<file path="src/rtl/dacq_pkg.sv">
// Package: shared types and frame-formatting helpers for the deferred DAC writer.
// Assumes the DAC frame is two bytes: channel/high nibble, then low nibble/zero pad.
package dacq_pkg;

    typedef enum logic [1:0] {
        SEQ_IDLE = 2'd0,
        SEQ_HI   = 2'd1,
        SEQ_LO   = 2'd2,
        SEQ_GAP  = 2'd3
    } seq_state_t;

    // First frame byte: channel in the upper nibble, value bits 7:4 below.
    function automatic logic [7:0] frame_hi(input logic [7:0] val, input logic [3:0] chan);
        return {chan, val[7:4]};
    endfunction

    // Second frame byte: value bits 3:0 on top, zero padding below.
    function automatic logic [7:0] frame_lo(input logic [3:0] val_lo);
        return {val_lo, 4'h0};
    endfunction

endpackage

</file>
<file path="src/rtl/dacq_buffer.sv">
// Module: update store. Accepts a count byte followed by (value, channel) pairs
// and publishes the count only once every pair of the load is present.
// Assumes MAX_UPD <= 255 and that the host never interleaves two loads.
module dacq_buffer #(
    parameter int MAX_UPD = 8,
    parameter int CNT_W   = $clog2(MAX_UPD + 1),
    parameter int IDX_W   = (MAX_UPD > 1) ? $clog2(MAX_UPD) : 1
) (
    input  logic             clk,
    input  logic             rst_n,
    input  logic             host_wr,
    input  logic             host_first,
    input  logic [7:0]       host_byte,
    input  logic [IDX_W-1:0] rd_idx,
    output logic [7:0]       rd_val,
    output logic [3:0]       rd_chan,
    output logic [CNT_W-1:0] pend_cnt,
    output logic             load_start
);

    logic [7:0]       val_mem  [MAX_UPD];
    logic [3:0]       chan_mem [MAX_UPD];
    logic [CNT_W-1:0] target;
    logic [CNT_W-1:0] clamped;
    logic [IDX_W-1:0] wptr;
    logic             want_chan;
    logic             loading;

    assign load_start = host_wr && host_first;

    // Clamp the requested count to the storage depth.
    always_comb begin
        if (host_byte > 8'(MAX_UPD)) clamped = CNT_W'(MAX_UPD);
        else                         clamped = host_byte[CNT_W-1:0];
    end

    // Load control: restart on a count byte, fill pairs, publish count at the end.
    always_ff @(posedge clk) begin
        if (!rst_n) begin
            pend_cnt  <= '0;
            target    <= '0;
            wptr      <= '0;
            want_chan <= 1'b0;
            loading   <= 1'b0;
        end else if (load_start) begin
            pend_cnt  <= '0;
            target    <= clamped;
            wptr      <= '0;
            want_chan <= 1'b0;
            loading   <= (clamped != '0);
        end else if (host_wr && loading) begin
            if (!want_chan) begin
                want_chan <= 1'b1;
            end else begin
                want_chan <= 1'b0;
                if (CNT_W'(wptr) + CNT_W'(1) == target) begin
                    pend_cnt <= target;
                    loading  <= 1'b0;
                end else begin
                    wptr <= wptr + IDX_W'(1);
                end
            end
        end
    end

    // Storage writes: value byte then channel byte at the current slot.
    always_ff @(posedge clk) begin
        if (host_wr && !host_first && loading) begin
            if (!want_chan) val_mem[wptr]  <= host_byte;
            else            chan_mem[wptr] <= host_byte[3:0];
        end
    end

    assign rd_val  = val_mem[rd_idx];
    assign rd_chan = chan_mem[rd_idx];

endmodule

</file>
<file path="src/rtl/dacq_spi_byte.sv">
// Module: byte-level SPI shifter. Sends one byte MSB first with the clock idling
// low; data moves on the falling edge. Each half period lasts HALF clk cycles.
// Assumes go is pulsed only while the shifter is idle.
module dacq_spi_byte #(
    parameter int HALF  = 2,
    parameter int DIV_W = (HALF > 1) ? $clog2(HALF) : 1
) (
    input  logic       clk,
    input  logic       rst_n,
    input  logic       go,
    input  logic [7:0] din,
    output logic       sclk,
    output logic       mosi,
    output logic       byte_done
);

    logic             active;
    logic             phase;
    logic [7:0]       sh;
    logic [2:0]       bitn;
    logic [DIV_W-1:0] divc;

    // Half-period timing, bit shifting and end-of-byte pulse.
    always_ff @(posedge clk) begin
        if (!rst_n) begin
            active    <= 1'b0;
            phase     <= 1'b0;
            sh        <= '0;
            bitn      <= '0;
            divc      <= '0;
            byte_done <= 1'b0;
        end else begin
            byte_done <= 1'b0;
            if (go) begin
                sh     <= din;
                bitn   <= '0;
                phase  <= 1'b0;
                divc   <= '0;
                active <= 1'b1;
            end else if (active) begin
                if (divc == DIV_W'(HALF - 1)) begin
                    divc <= '0;
                    if (!phase) begin
                        phase <= 1'b1;
                    end else begin
                        phase <= 1'b0;
                        if (bitn == 3'd7) begin
                            active    <= 1'b0;
                            byte_done <= 1'b1;
                        end else begin
                            bitn <= bitn + 3'd1;
                            sh   <= {sh[6:0], 1'b0};
                        end
                    end
                end else begin
                    divc <= divc + DIV_W'(1);
                end
            end
        end
    end

    assign sclk = active & phase;
    assign mosi = active & sh[7];

endmodule

</file>
<file path="src/rtl/dacq_sequencer.sv">
// Module: batch sequencer. On an allowed tick it walks the stored updates,
// framing each as two bytes under chip select, and pulses done at the end.
// Assumes the buffer count is stable except when a new load starts.
module dacq_sequencer
    import dacq_pkg::*;
#(
    parameter int CNT_W = 4,
    parameter int IDX_W = 3
) (
    input  logic             clk,
    input  logic             rst_n,
    input  logic             frame_tick,
    input  logic             adc_start,
    input  logic [CNT_W-1:0] pend_cnt,
    input  logic             load_start,
    input  logic [7:0]       rd_val,
    input  logic [3:0]       rd_chan,
    input  logic             byte_done,
    output logic [IDX_W-1:0] rd_idx,
    output logic             go,
    output logic [7:0]       din,
    output logic             cs_n,
    output logic             done,
    output logic             busy
);

    seq_state_t state;
    logic [7:0] lat_val;
    logic       abort;
    logic       last_frame;

    assign rd_idx     = (state == SEQ_IDLE) ? '0 : idx_q;
    assign busy       = (state != SEQ_IDLE);
    assign last_frame = abort || load_start || (CNT_W'(idx_q) + CNT_W'(1) == pend_cnt);

    logic [IDX_W-1:0] idx_q;

    // Batch state machine: gate on ADC idle, issue bytes, close frames.
    always_ff @(posedge clk) begin
        if (!rst_n) begin
            state   <= SEQ_IDLE;
            idx_q   <= '0;
            lat_val <= '0;
            abort   <= 1'b0;
            go      <= 1'b0;
            din     <= '0;
            cs_n    <= 1'b1;
            done    <= 1'b0;
        end else begin
            go   <= 1'b0;
            done <= 1'b0;
            if (load_start && state != SEQ_IDLE) abort <= 1'b1;
            case (state)
                SEQ_IDLE: begin
                    if (frame_tick && !adc_start && pend_cnt != '0) begin
                        idx_q   <= '0;
                        abort   <= load_start;
                        lat_val <= rd_val;
                        din     <= frame_hi(rd_val, rd_chan);
                        go      <= 1'b1;
                        cs_n    <= 1'b0;
                        state   <= SEQ_HI;
                    end
                end
                SEQ_HI: begin
                    if (byte_done) begin
                        din   <= frame_lo(lat_val[3:0]);
                        go    <= 1'b1;
                        state <= SEQ_LO;
                    end
                end
                SEQ_LO: begin
                    if (byte_done) begin
                        cs_n <= 1'b1;
                        if (last_frame) begin
                            done  <= 1'b1;
                            idx_q <= '0;
                            state <= SEQ_IDLE;
                        end else begin
                            idx_q <= idx_q + IDX_W'(1);
                            state <= SEQ_GAP;
                        end
                    end
                end
                SEQ_GAP: begin
                    lat_val <= rd_val;
                    din     <= frame_hi(rd_val, rd_chan);
                    go      <= 1'b1;
                    cs_n    <= 1'b0;
                    state   <= SEQ_HI;
                end
                default: state <= SEQ_IDLE;
            endcase
        end
    end

endmodule

</file>
<file path="src/rtl/dac_defer_writer.sv">
// Module: top of the deferred DAC writer. Joins the update store, the batch
// sequencer and the SPI byte shifter. Assumes adc_start is synchronous to clk.
module dac_defer_writer #(
    parameter int MAX_UPD   = 8,
    parameter int SCLK_HALF = 2
) (
    input  logic       clk,
    input  logic       rst_n,
    input  logic       host_wr,
    input  logic       host_first,
    input  logic [7:0] host_byte,
    input  logic       frame_tick,
    input  logic       adc_start,
    output logic       dac_cs_n,
    output logic       spi_sclk,
    output logic       spi_mosi,
    output logic       batch_done
);

    localparam int CNT_W = $clog2(MAX_UPD + 1);
    localparam int IDX_W = (MAX_UPD > 1) ? $clog2(MAX_UPD) : 1;

    logic [IDX_W-1:0] rd_idx;
    logic [7:0]       rd_val;
    logic [3:0]       rd_chan;
    logic [CNT_W-1:0] pend_cnt;
    logic             load_start;
    logic             sh_go;
    logic [7:0]       sh_din;
    logic             sh_done;
    logic             seq_busy;

    dacq_buffer #(
        .MAX_UPD (MAX_UPD),
        .CNT_W   (CNT_W),
        .IDX_W   (IDX_W)
    ) u_buf (
        .clk        (clk),
        .rst_n      (rst_n),
        .host_wr    (host_wr),
        .host_first (host_first),
        .host_byte  (host_byte),
        .rd_idx     (rd_idx),
        .rd_val     (rd_val),
        .rd_chan    (rd_chan),
        .pend_cnt   (pend_cnt),
        .load_start (load_start)
    );

    dacq_sequencer #(
        .CNT_W (CNT_W),
        .IDX_W (IDX_W)
    ) u_seq (
        .clk        (clk),
        .rst_n      (rst_n),
        .frame_tick (frame_tick),
        .adc_start  (adc_start),
        .pend_cnt   (pend_cnt),
        .load_start (load_start),
        .rd_val     (rd_val),
        .rd_chan    (rd_chan),
        .byte_done  (sh_done),
        .rd_idx     (rd_idx),
        .go         (sh_go),
        .din        (sh_din),
        .cs_n       (dac_cs_n),
        .done       (batch_done),
        .busy       (seq_busy)
    );

    dacq_spi_byte #(
        .HALF (SCLK_HALF)
    ) u_spi (
        .clk       (clk),
        .rst_n     (rst_n),
        .go        (sh_go),
        .din       (sh_din),
        .sclk      (spi_sclk),
        .mosi      (spi_mosi),
        .byte_done (sh_done)
    );

endmodule

</file>
<file path="config.mk">
export PLATFORM = sky130hd
export DESIGN_NAME = dac_defer_writer
export DESIGN_NICKNAME = d
export VERILOG_FILES = /design/src/rtl/dacq_pkg.sv /design/src/rtl/dacq_buffer.sv /design/src/rtl/dacq_spi_byte.sv /design/src/rtl/dacq_sequencer.sv /design/src/rtl/dac_defer_writer.sv
export SDC_FILE = /design/constraint.sdc
export NUM_CORES = 1
export LEC_CHECK = 0
export BUFFER_PORTS_ARGS = -buffer_cell sky130_fd_sc_hd__buf_4
export CORE_MARGIN = 1.5
export CORE_UTILIZATION = 56
export DETAILED_ROUTE_END_ITERATION = 7
export GPL_TIMING_DRIVEN = 0
export PLACE_DENSITY = 0.76
export RECOVER_POWER = 50
export SLEW_MARGIN = 20
export SYNTH_ARGS = -nofsm -noshare
export SYNTH_HDL_FRONTEND = slang
export SYNTH_SLANG_ARGS = --single-unit
export TNS_END_PERCENT = 100
</file>
<file path="constraint.sdc">
create_clock -name clk -period 1.9 [get_ports clk]
set_input_delay 0.19 -clock clk [delete_from_list [all_inputs] [get_ports clk]]
set_output_delay 0.19 -clock clk [all_outputs]
set_load 0.01 [all_outputs]
</file>
# [Word-level counts from Yosys, hierarchy flattened]
# Memories as Yosys holds them, arrays and structs flattened.
# Cells that the tools add are included.
[totals] regBits=49 latchBits=0 mem_bits_rw=96 rom_bits=0 input_bits=14 output_inout_bits=4 elab_cells=135 mem_count=2
[memory_table] name="u_buf.val_mem" words=8 width=8 rd=1 rd_clocked_by_memory_dff=0 write_ports=1 line_no="dacq_buffer.sv:21" text="logic [7:0] val_mem [MAX_UPD];"
[memory_table] name="u_buf.chan_mem" words=8 width=4 rd=1 rd_clocked_by_memory_dff=0 write_ports=1 line_no="dacq_buffer.sv:22" text="logic [3:0] chan_mem [MAX_UPD];"
[classes] add_sub_neg=6 multipliers=0 n_div=0 magnitude_cmp=1 n_eq_ne=10 shifts=0 n_mux=49 bitwise_logic=8 n_reduce_logical=40
[ops] operator="$mux W8" n=7
[ops] operator="$mux W1" n=26
[ops] operator="$pmux W8 S3" n=1
[ops] operator="$reduce_and A3 Y1" n=8
[ops] operator="$reduce_bool A2 Y1" n=9
[ops] operator="$mux W3" n=4
[ops] operator="$add A3 B1 Y3 const B" n=3
[ops] operator="$add A3 B1 Y4 const B" n=2
[ops] operator="$eq A4 B4 Y1" n=2
[ops] operator="$gt A8 B4 Y1 const B" n=1
[ops] operator="$mux W2" n=4
[ops] operator="$mux W4" n=2
[ops] operator="$pmux W2 S4" n=1
[ops] operator="$pmux W4 S2" n=1
[ops] operator="$reduce_and A4 Y1" n=2
[ops] operator="$reduce_bool A4 Y1" n=2
[ops] operator="$logic_and A1 B1 Y1" n=7
[ops] operator="$not A1 Y1" n=6
[ops] operator="$pmux W1 S3" n=2
[ops] operator="$pmux W3 S2" n=1
[ops] operator="$reduce_bool A3 Y1" n=2
[ops] operator="$reduce_or A5 Y1" n=1
[ops] operator="$eq A2 B2 Y1 const B" n=2
[ops] operator="$ne A2 B1 Y1 const B" n=2
[ops] operator="other kinds (10)" n=16

# [Logic depth before layout (Yosys ltp)]
# Gate-level depths: netlist (run 1).
[logic_depth] depth_word=6 mapped_depth=9 ltp_nobuf=7

# [Hierarchy]
# A second synthesis (run 1) with hierarchy kept.
[unflattened] cells_unflattened=426 area_unflattened_um2=6072.1
[modules_own_cells] mod="dacq_buffer" n_inst=1 cells_per_inst=238 area_per_inst_um2=4351.7 seq_area_each_um2=3143.0
[modules_own_cells] mod="dacq_sequencer" n_inst=1 cells_per_inst=123 area_per_inst_um2=1092.3 seq_area_each_um2=420.4
[modules_own_cells] mod="dacq_spi_byte" n_inst=1 cells_per_inst=65 area_per_inst_um2=628.1 seq_area_each_um2=300.3

# [Worst setup path after synthesis (run 1)]
# Ideal clock, no wire load.
[synth_timing] path_type="register to register" startpoint="register u_buf.wptr[0]" endpoint="memory u_buf.val_mem[7][0] (enable)" setup_ns=0.395 arrival_time_ns=1.431 required_ns=1.505 path_slack_ns=0.074 path_stages_with_launch=4 path_buffers=1 synth_period_minus_slack_ns=1.826 cell_sequence="dfxtp_1 > buf_4 > nand3_1 > nor4_1"
[synth_lines] item="from (decl)" line_no="dacq_buffer.sv:25" text="logic [IDX_W-1:0] wptr;"
[synth_lines] item="from (signal assigned)" line_no="dacq_buffer.sv:60" text="wptr <= wptr + IDX_W'(1);"
[synth_lines] item="to (decl)" line_no="dacq_buffer.sv:21"
# No word-level cell before the write port.

# [Final worst setup path (run 1)]
[layout_timing] startpoint="register u_buf.want_chan" endpoint="memory u_buf.chan_mem[0][1] (enable)"
[layout_via] elab_chain_cells=3
[layout_rtl] item="from (decl)" line_no="dacq_buffer.sv:26" text="logic want_chan;"
[layout_rtl] item="from (signal assigned)" line_no="dacq_buffer.sv:43" text="want_chan <= 1'b0;"
[layout_rtl] item="from (signal assigned)" line_no="dacq_buffer.sv:49" text="want_chan <= 1'b0;"
[layout_rtl] item="from (signal assigned)" line_no="dacq_buffer.sv:53" text="want_chan <= 1'b1;"
[layout_rtl] item="$mux W1" line_no="dacq_buffer.sv:69" text="if (!want_chan) val_mem[wptr] <= host_byte;"
[layout_rtl] item="$mux W1" line_no="dacq_buffer.sv:68" text="if (host_wr && !host_first && loading) begin"
[layout_rtl] item="$mux W1 (implied by the code)" line_no="dacq_buffer.sv:70" text="else chan_mem[wptr] <= host_byte[3:0];"
[layout_rtl] item="to (decl)" line_no="dacq_buffer.sv:22"
# Every way passes these cells.

==> impl_metrics.ini, run 1 <==
[min_path]
min_path_type = in -> reg
min_from = host_wr
min_to = u_buf.target[3]$_SDFFE_PN0P_
holdPathStages = 3

[critical_path]
crit_arrival_ns = 2.12
path_max_fanout = 10
start_kind = register
reg2reg_slack_ns = -0.02
crit_type = reg -> reg
worstPathRequired_ns = 2.09
reg2reg_depth = 3
cp-end-kind = register
regToRegStartpoint = u_buf.want_chan$_SDFFE_PP0P_
reg2reg_to = u_buf.chan_mem[0][1]$_DFFE_PP_

[die]
core-area_sq_um = 10800
start_util = 0.576
io_pins = 18
fp.dieW_um = 109
rows = 38
die_y_um = 109
fp.dieArea_sq_um = 11800

[sta]
finalClockSkew_ns = 0.00720
setup_slack_ns = -0.0227
slew_headroom = 0.401
hold_violations = 0
finalCriticalPeriod_ns = 1.92
finalSetupViolations = 24
worst_pin_slew_ns = 0.899
clock.fmax_mhz = 520
finalMaxSlewViolations = 0
rsz0062_at_grt = yes
period_share = 1.01
fin_setup_tns_ns = -0.312

[pwr]
power_density_nw_per_um2 = 978
p_leak_nw = 2.54
power_mw = 7.19
vdd_drop_max_v = 0.000844

[detailed_routing]
wl_per_cell_um = 19.7
dr.pass1.iters = 5
vias = 4179
viasPerCell = 6.02
drt-initial-drc-count = 366
drtAntennaViolNets = 0
drc_errors = 0
routed_wl_um = 13700

[finish]
utilization = 0.678
syn2layout_area_growth_pct = 17.8
drive_gt1_frac = 0.206
finish.instance_area_sq_um = 7350
num-nets-final = 564
mostFrequentLayoutCell = edfxtp_1
num_antenna_cells = 0
final_cell_mix = 96 x edfxtp_1, 45 x dfxtp_1, 35 x nand2_1

[placed_design]
placed_cell_area_sq_um = 6560
hpwl_um = 9030
routabilityCongestion = 0.833
pre_cts_slack_ns = -0.287
numPortBuffers = 16

[clocking]
worstSkewPairLatency_ns = 0.54
cts_tree = yes
clock-sinks = 145
clkTransAtPathRegs_ns = 0.06
clockBufferDepth = 2
root_buffer = clkbuf_8
htreeDepth = 4
numCtsBuffers = 17

[job]
cap_viol_max_count = 0

[global_route]
grt_pass1_wl_um = 21000
grt.overflow.total = 0
grt_pass1_vias = 4125
grt_max_degree = 19
antenna_found_initial = 0
grt_usage = 0.245

[yosys]
synth_edf_count = 96
synth_seq_area_share = 0.619
netlist_area_sq_um = 6240
synth-seq-cells = 145
synthCells = 496
synth_nets = 519
ys_warn_count = 0
avgSynthCellArea_sq_um = 12.6
synth_cell_types = 58
synth-async-reset-ratio = 0
synthFlopType = edfxtp_1

[status]
outcome = finished, violations left
violations = negative setup slack
[per-stage QoR]
stage	hold slack, ns	instances
3_3_place_gp	0.446	652
6_report	0.00770	694
4_1_cts	0.00430	691
5_1_grt	0.0218	694
2_1_floorplan	0.289	496
3_5_place_dp	0.446	653
[worst max path at each step]
| stage | start | end | slack, ns | cells past startpoint |
|---|---|---|---|---|
| 4_1_cts | u_buf.loading$_SDFFE_PN0P_ | u_buf.val_mem[5][7]$_DFFE_PP_ | -0.07 | 4 |
| 3_3_place_gp | u_buf.wptr[0]$_SDFFE_PP0P_ | u_buf.val_mem[7][7]$_DFFE_PP_ | -0.68 | 3 |
| 6_report | u_buf.want_chan$_SDFFE_PP0P_ | u_buf.chan_mem[0][1]$_DFFE_PP_ | -0.02 | 3 |
| 3_5_place_dp | u_seq.state[0]$_SDFFE_PN0P_ | u_seq.din[3]$_SDFFE_PN0P_ | -0.29 | 8 |
| 5_1_grt | u_buf.loading$_SDFFE_PN0P_ | u_buf.val_mem[1][0]$_DFFE_PP_ | -0.17 | 4 |
| 2_1_floorplan | u_buf.wptr[0]$_SDFFE_PP0P_ | u_buf.val_mem[7][0]$_DFFE_PP_ | 0.07 | 3 |
[sequential cells by signal, indices dropped and copies added, names as in the netlist, 2 cells and up]
| register | count |
|---|---|
| u_seq.din | 8 |
| u_spi.sh | 8 |
| u_buf.wptr | 3 |
| u_seq.lat_val | 4 |
| u_buf.target | 4 |
| u_buf.val_mem | 64 |
| u_buf.chan_mem | 32 |
| u_seq.idx_q | 3 |
| u_spi.bitn | 3 |
| u_seq.state | 2 |
| u_buf.pend_cnt | 4 |
[layout make-up]
class,instances,area [sq um]
Sequential cell,145,3870
Buffer,28,196
Inverter,12,47.5
Multi-Input combinational cell,311,2270
Fill cell,756,3490
Clock inverter,14,189
Tap cell,140,175
Timing Repair Buffer,26,193
Clock buffer,18,418
[layer usage]
metal	track usage	wire length (um)	vias to the layer above	share of wire
li1	-	-	1958	-
met1	0.312	5700	2036	0.42
met2	0.409	6800	156	0.50
met3	0.0506	907	29	0.066
met4	0.0987	261	0	0.019
met5	0	0	-	0
[Yosys cell counts (3+ instances only)]
| cell type | number | area share |
|---|---|---|
| a21oi_1 | 23 | 0.018 |
| a221oi_1 | 8 | 0.011 |
| a22oi_1 | 11 | 0.013 |
| a2bb2oi_1 | 3 | 0.0042 |
| a31oi_1 | 6 | 0.0060 |
| a32o_1 | 6 | 0.0096 |
| and2_1 | 12 | 0.012 |
| buf_2 | 10 | 0.0080 |
| buf_4 | 3 | 0.0036 |
| buf_6 | 3 | 0.0054 |
| clkbuf_1 | 10 | 0.0060 |
| dfxtp_1 | 49 | 0.16 |
| edfxtp_1 | 96 | 0.46 |
| ha_1 | 9 | 0.018 |
| inv_1 | 12 | 0.0072 |
| mux2_2 | 11 | 0.020 |
| mux2i_1 | 27 | 0.043 |
| mux4_2 | 3 | 0.011 |
| nand2_1 | 36 | 0.022 |
| nand2b_1 | 7 | 0.0070 |
| nand3_1 | 9 | 0.0072 |
| nor2_1 | 27 | 0.016 |
| nor2b_1 | 9 | 0.0090 |
| nor3_1 | 12 | 0.0096 |
| o21ai_0 | 39 | 0.031 |
| o21ai_1 | 4 | 0.0032 |
| o221ai_1 | 5 | 0.0070 |
| xnor2_1 | 5 | 0.0070 |
| xor2_1 | 8 | 0.011 |
[kinds of logic (layout without fill, tap and decap cells)]
logic type	count (synthesis)	in the layout	share of synthesized area
DFF	145	145	0.619
buffers and inverters	40	98	0.0351
adders and majority gates	9	9	0.0180
AOI/OAI and AO/OA	121	121	0.131
muxes	42	42	0.0763
and+or+nand+nor	125	125	0.0992
xor gates and xnor gates	14	14	0.0218
[power breakdown]
| group | internal (mW) | switching, mW |
|---|---|---|
| combinational | 0.135 | 0.224 |
| sequential | 3.40 | 0.0207 |
| clock | 2.13 | 1.29 |
| total | 5.66 | 1.53 |
[critical path: stages (launching register included)]
cell and delay [ns]:
dfxtp_1 0.40, nand3_1 0.31, or3_1 0.52, nor3_2 0.34
[repair_timing]
| item | in CTS | in global routing |
|---|---|---|
| gates cloned | 0 | 1 |
| endpoints found under the hold margin | 48 | 0 |
| setup buffers | 1 | 2 |
| resized for setup | 15 | 29 |
| setup endpoints to repair | 48 | 75 |
| pin swaps | 0 | 4 |
| hold buffers | 5 | 0 |
(Power assumes the default switching activity.)
==> inputs of run 2 (changes only) <==
--- a/config.mk
+++ b/config.mk
@@ -5,6 +5,7 @@
 export SDC_FILE = /design/constraint.sdc
 export NUM_CORES = 1
 export LEC_CHECK = 0
+export ABC_AREA = 1
 export BUFFER_PORTS_ARGS = -buffer_cell sky130_fd_sc_hd__buf_4
 export CORE_MARGIN = 1.5
 export CORE_UTILIZATION = 56
==> run 2 against run 1 <==
  * The flow now finishes without violations
  * Flip-flop and latch count stayed put
  * Setup slack better by 0.042 ns
  * Die area is 0.66% higher
  * Combinational power is 22% lower
  * Maximum frequency is 2.2% higher
  * Sequential share of layout area is 0.73 points higher
  * Synthesized cell count is 29% higher
  * Cell count is 21% higher
  * Critical path type unchanged
  * Highest routed layer unchanged
==> impl_metrics.ini, run 2 <==
[status]
outcome = completed

[critical_path]
reg2reg_depth = 4
path_buf_inv = 1
worstPathRequired_ns = 2.05
start_kind = register
regToRegStartpoint = u_buf.loading$_SDFFE_PN0P_
slowest_delay_ns = 0.74
crit_type = reg -> reg
path_cells = nand2_1 > inv_1 > nand3_1 > nor2_1
cp-end-kind = register
crit_slowest_cell = nor2_1
crit_cells = 4
crit_start = u_buf.loading$_SDFFE_PN0P_
cp_top_family = simple AND/OR/NAND/NOR gates
crit_arrival_ns = 2.03
path_max_fanout = 8

[finish]
seq_area_sq_um = 3870
regMostFlops = u_buf.val_mem
largest_register_ffs = 64
num-nets-final = 712
finish.instance_area_sq_um = 7250
final_cell_mix = 139 x nand2_1, 96 x edfxtp_1, 88 x nor2_1
reg_top3 = u_buf.val_mem (64), u_buf.chan_mem (32)
multi_input_area_sq_um = 2090
drive_gt1_frac = 0.125
syn2layout_area_growth_pct = 15.3
utilization = 0.666
num_antenna_cells = 0
fill_cells = 833
mostFrequentLayoutCell = nand2_1

[clocking]
clkTransAtPathRegs_ns = 0.06
cts_tree = yes
root_buffer = clkbuf_8
clock-sinks = 145
numCtsBuffers = 17
htreeDepth = 4
clockBufferDepth = 2
worstSkewPairLatency_ns = 0.53

[sta]
slew_headroom = 0.412
finalMaxSlewViolations = 0
finalClockSkew_ns = 0.00744
rsz0062_at_grt = yes
worst_pin_slew_ns = 0.882
period_share = 0.990
hold_violations = 0
finalSetupViolations = 0
setup_slack_ns = 0.0194
clock.fmax_mhz = 532
finalCriticalPeriod_ns = 1.88
fin_setup_tns_ns = 0

[yosys]
synthCells = 641
synth_top_area_cell = edfxtp_1
netlist.area_leader.share = 0.459
muxShareOfSynthArea = 0
netlist_area_sq_um = 6290
synth_nets = 664
synth_xor_area_frac = 0.00975
synthFlopType = edfxtp_1
synth_seq_area_share = 0.615
yosysMostFrequentCell = nand2_1
synth.area.top_cells = edfxtp_1 46%, dfxtp_1 16%, nand2_1 8.3%
synth_cell_types = 39
yosys.area_share.simple = 0.203
synth_common_cells = 139 x nand2_1, 96 x edfxtp_1, 88 x nor2_1
avgSynthCellArea_sq_um = 9.81
synth_top_family_by_area = simple AND/OR/NAND/NOR gates
synth-async-reset-ratio = 0
synth_compound_area_frac = 0.0993
synth-seq-cells = 145
synth_edf_count = 96
ys_warn_count = 0
synth_fa_ha_area_frac = 0.0179

[min_path]
holdPathStages = 4
min_path_type = in -> reg
min_from = adc_start

[pwr]
vdd_drop_max_v = 0.000861
power.switching_mw = 1.45
swShare = 0.217
clkPwrFrac = 0.445
p_leak_nw = 2.72
p_seq_frac = 0.512
power_density_nw_per_um2 = 919
p_comb_frac = 0.042
p_int_mw = 5.21

[die]
fp.dieArea_sq_um = 11900
rows = 38
core-area_sq_um = 10900
fp.dieW_um = 109
io_pins = 18
die_y_um = 109
start_util = 0.577

[placed_design]
hpwl_um = 9440
placed_cell_area_sq_um = 6590
routabilityCongestion = 0.852
numPortBuffers = 17
pre_cts_slack_ns = -0.0259

[detailed_routing]
dr.pass1.iters = 5
viasPerCell = 5.65
drc_errors = 0
routed_wl_um = 14100
drtAntennaViolNets = 0
wl_per_cell_um = 16.7
drt-initial-drc-count = 581
vias = 4754

[global_route]
grt_max_degree = 19
antenna_found_initial = 0
grt.overflow.total = 0
grt_pass1_wl_um = 21600
grt_usage = 0.248
grt_pass1_vias = 4258

[job]
cap_viol_max_count = 0
[run 2: cell count changes in the layout (fill, tap and decap cells not counted), sizes merged, moves of 9 or more]
cell    delta
and2      -12
mux2i     -27
inv       +39
a221oi     -9
nand2    +107
nor2b      -9
nand3     +40
nor3      -11
mux2      -12
nor2      +64
a22oi     -10
a21oi     +17
[run 2: logic make-up after synthesis]
kind of cell | count (synthesis)
fa+ha+maj | 9
buf+inv | 75
xor+xnor | 4
simple gates | 297
flops | 145
compound gates | 111
[run 2: area by class of cell]
class,instances,area share
clock inverters,10,0.0128
repair buffers,29,0.0307
clock buffers,22,0.0597
well taps,140,0.0242
flip-flops and latches,145,0.533
inverters,53,0.0283
plain buffers,22,0.0224
multi-input cells,421,0.289
[run 2: worst reg2reg max path: cells and delay by family, from the launching register on]
kind / cells / cell delay, ns
flops: 1 / 0.34
simple gates: 3 / 1.08
buf+inv: 1 / 0.09
[run 2: final timing paths]
| path | to | slack (ns) |
|---|---|---|
| max | u_buf.val_mem[6][2]$_DFFE_PP_ | 0.02 |
| min | u_seq.go$_SDFF_PN0_ | 0.07 |
| max reg2reg | u_buf.val_mem[6][2]$_DFFE_PP_ | 0.02 |
| min reg2reg | u_spi.sh[0]$_SDFFE_PN0P_ | 0.46 |
[run 2: per-layer routing]
layer | vias up | wire length [um] | track usage
met5 | - | 0 | 0
met1 | 2258 | 6020 | 0.334
met3 | 16 | 991 | 0.0610
li1 | 2287 | - | -
met4 | 0 | 147 | 0.0611
met2 | 193 | 6930 | 0.406
[run 2: power by group through the flow]
stage	Sequential (mW)	Clock, mW	Combinational (mW)
2_1_floorplan	3.48	0	0.150
3_3_place_gp	3.48	0	0.252
3_5_place_dp	3.48	0	0.260
4_1_cts	3.41	2.99	0.273
5_1_grt	3.41	3.14	0.311
6_report	3.41	2.97	0.281
[run 2: what timing repair did]
action / in CTS / in global routing
cloned: 0 / 1
endpoints found under the setup margin: 4 / 75
hold buffers: 7 / 0
resized for setup: 5 / 14
hold endpoints to repair: 37 / 0
pin swaps: 0 / 4
buffers inserted: 0 / 4
[run 2: through the flow]
stage	power, mW	cells	hold WS [ns]
final	6.66	842	0.0724
after global routing	6.86	842	0.0603
after CTS	6.67	837	0.00618
after detailed placement	3.74	798	0.450
after global placement	3.73	798	0.446
after floorplan	3.63	641	0.289
==> inputs of run 3 (changes only) <==
--- a/config.mk
+++ b/config.mk
@@ -10,7 +10,7 @@
 export CORE_MARGIN = 1.5
 export CORE_UTILIZATION = 56
 export DETAILED_ROUTE_END_ITERATION = 7
-export GPL_TIMING_DRIVEN = 0
+export GPL_TIMING_DRIVEN = 1
 export PLACE_DENSITY = 0.76
 export RECOVER_POWER = 50
 export SLEW_MARGIN = 20
==> run 3 against run 2 <==
  * Power rose by 0.59%
  * Critical path depth rose by 2
  * Critical endpoint is now u_buf.pend_cnt[0]$_SDFFE_PP0P_
  * Sequential power barely moved
  * Maximum frequency rose by 5.7%
  * Clock power rose by 1%
  * Wire length fell by 3.4%
  * Clock skew barely moved
  * Largest cell class unchanged
==> impl_metrics.ini, run 3 (synthesis results as in run 2) <==
[status]
outcome = completed

[finish]
syn2layout_area_growth_pct = 14.4
finish.instance_area_sq_um = 7190
reg_top3 = u_buf.val_mem (64), u_buf.chan_mem (32)
stdcell_count = 837
largest_register_ffs = 64
num-nets-final = 708
num_antenna_cells = 0
drive_gt1_frac = 0.109
utilization = 0.661
seq_area_sq_um = 3870
regMostFlops = u_buf.val_mem
multi_input_area_sq_um = 2070
mostFrequentLayoutCell = nand2_1
final_cell_mix = 139 x nand2_1, 96 x edfxtp_1, 89 x nor2_1
fill_cells = 843

[sta]
rsz0062_at_grt = no
slew_headroom = 0.363
setup_slack_ns = 0.120
finalClockSkew_ns = 0.00726
finalSetupViolations = 0
period_share = 0.937
hold_violations = 0
clock.fmax_mhz = 562
finalMaxSlewViolations = 0
finalCriticalPeriod_ns = 1.78
fin_setup_tns_ns = 0
worst_pin_slew_ns = 0.956

[detailed_routing]
dr.pass1.iters = 6
drtAntennaViolNets = 0
vias = 4672
routed_wl_um = 13600
drc_errors = 0
drt-initial-drc-count = 473
viasPerCell = 5.58
wl_per_cell_um = 16.3

[clocking]
post_cts_buffers = 0
cts_tree = yes
htreeDepth = 4
clkTransAtPathRegs_ns = 0.06
clockBufferDepth = 2
root_buffer = clkbuf_8
numCtsBuffers = 17
clock-sinks = 145
worstSkewPairLatency_ns = 0.55

[pwr]
vdd_drop_max_v = 0.000774
power_density_nw_per_um2 = 931
p_leak_nw = 2.72

[critical_path]
crit_arrival_ns = 2.21
cpMostUsedCell = nor2_1
worstPathRequired_ns = 2.33
crit_type = reg -> reg
path_max_fanout = 9
crit_slowest_cell = dfxtp_1
path_buf_inv = 0
start_kind = register
cp-end-kind = register
cp_top_family = simple AND/OR/NAND/NOR gates
slowest_delay_ns = 0.47
path_cells = ha_1 > xor2_1 > a21oi_1 > nand4_2 > nor2_1 > nor2_1
reg2reg_slack_ns = 0.12

[die]
die_y_um = 109
rows = 38
fp.dieArea_sq_um = 11900
io_pins = 18
start_util = 0.577
core-area_sq_um = 10900
fp.dieW_um = 109

[placed_design]
hpwl_um = 9060
dp.cells = 797
pre_cts_slack_ns = 0.0744
numPortBuffers = 17
placed_cell_area_sq_um = 6610
routabilityCongestion = 0.862

[min_path]
min_path_type = in -> reg

[job]
cap_viol_max_count = 0

[global_route]
grt_pass1_vias = 4363
grt_usage = 0.251
grt.overflow.total = 0
grt_pass1_wl_um = 22000
grt_max_degree = 27
antenna_found_initial = 0
[run 3: area by class of cell]
class / count / share of cell area
multi-input cells: 421 / 0.288
clock buffers: 18 / 0.0581
repair buffers: 47 / 0.0477
flip-flops and latches: 145 / 0.537
inverters: 53 / 0.0285
clock inverters: 13 / 0.0158
well taps: 140 / 0.0244
[run 3: tightest hold or removal path, stage by stage]
cell,delay (ns)
buf_4,0.08
nor2_1,0.05
nand3_1,0.16
a211oi_1,0.10
[run 3: path summary, 6_finish.rpt]
path                               from                        endpoint  depth (start not counted)
max          u_buf.wptr[1]$_SDFFE_PP0P_  u_buf.pend_cnt[0]$_SDFFE_PP0P_                          6
min                           adc_start             u_seq.go$_SDFF_PN0_                          4
max reg2reg  u_buf.wptr[1]$_SDFFE_PP0P_  u_buf.pend_cnt[0]$_SDFFE_PP0P_                          6
min reg2reg      u_seq.abort$_SDFF_PN0_          u_seq.abort$_SDFF_PN0_                          2
[run 3: metrics by stage]
step           total power, mW  hold slack [ns]
2_1_floorplan             3.63            0.289
3_3_place_gp              3.74            0.452
3_5_place_dp              3.75            0.458
4_1_cts                   6.75          0.00399
5_1_grt                   6.90           0.0803
6_report                  6.70           0.0875
[run 3: report_power, final]
| part | total (mW) | switching, mW | internal, mW |
|---|---|---|---|
| clock | 3.01 | 1.28 | 1.73 |
| combinational | 0.281 | 0.187 | 0.0936 |
| sequential | 3.41 | 0.0206 | 3.39 |
| total | 6.70 | 1.49 | 5.22 |
[run 3: routing by layer]
layer	vias to the layer above	GRT usage	share of wire
li1	2273	-	-
met3	20	0.0693	0.064
met1	2201	0.346	0.45
met2	178	0.382	0.47
met4	0	0.0902	0.016
met5	-	0	0
[run 3: timing repair]
| item | in CTS | in global routing |
|---|---|---|
| setup endpoints to repair | 0 | 19 |
| resized for setup | 0 | 7 |
| hold endpoints to repair | 72 | 0 |
| hold buffers | 9 | 0 |
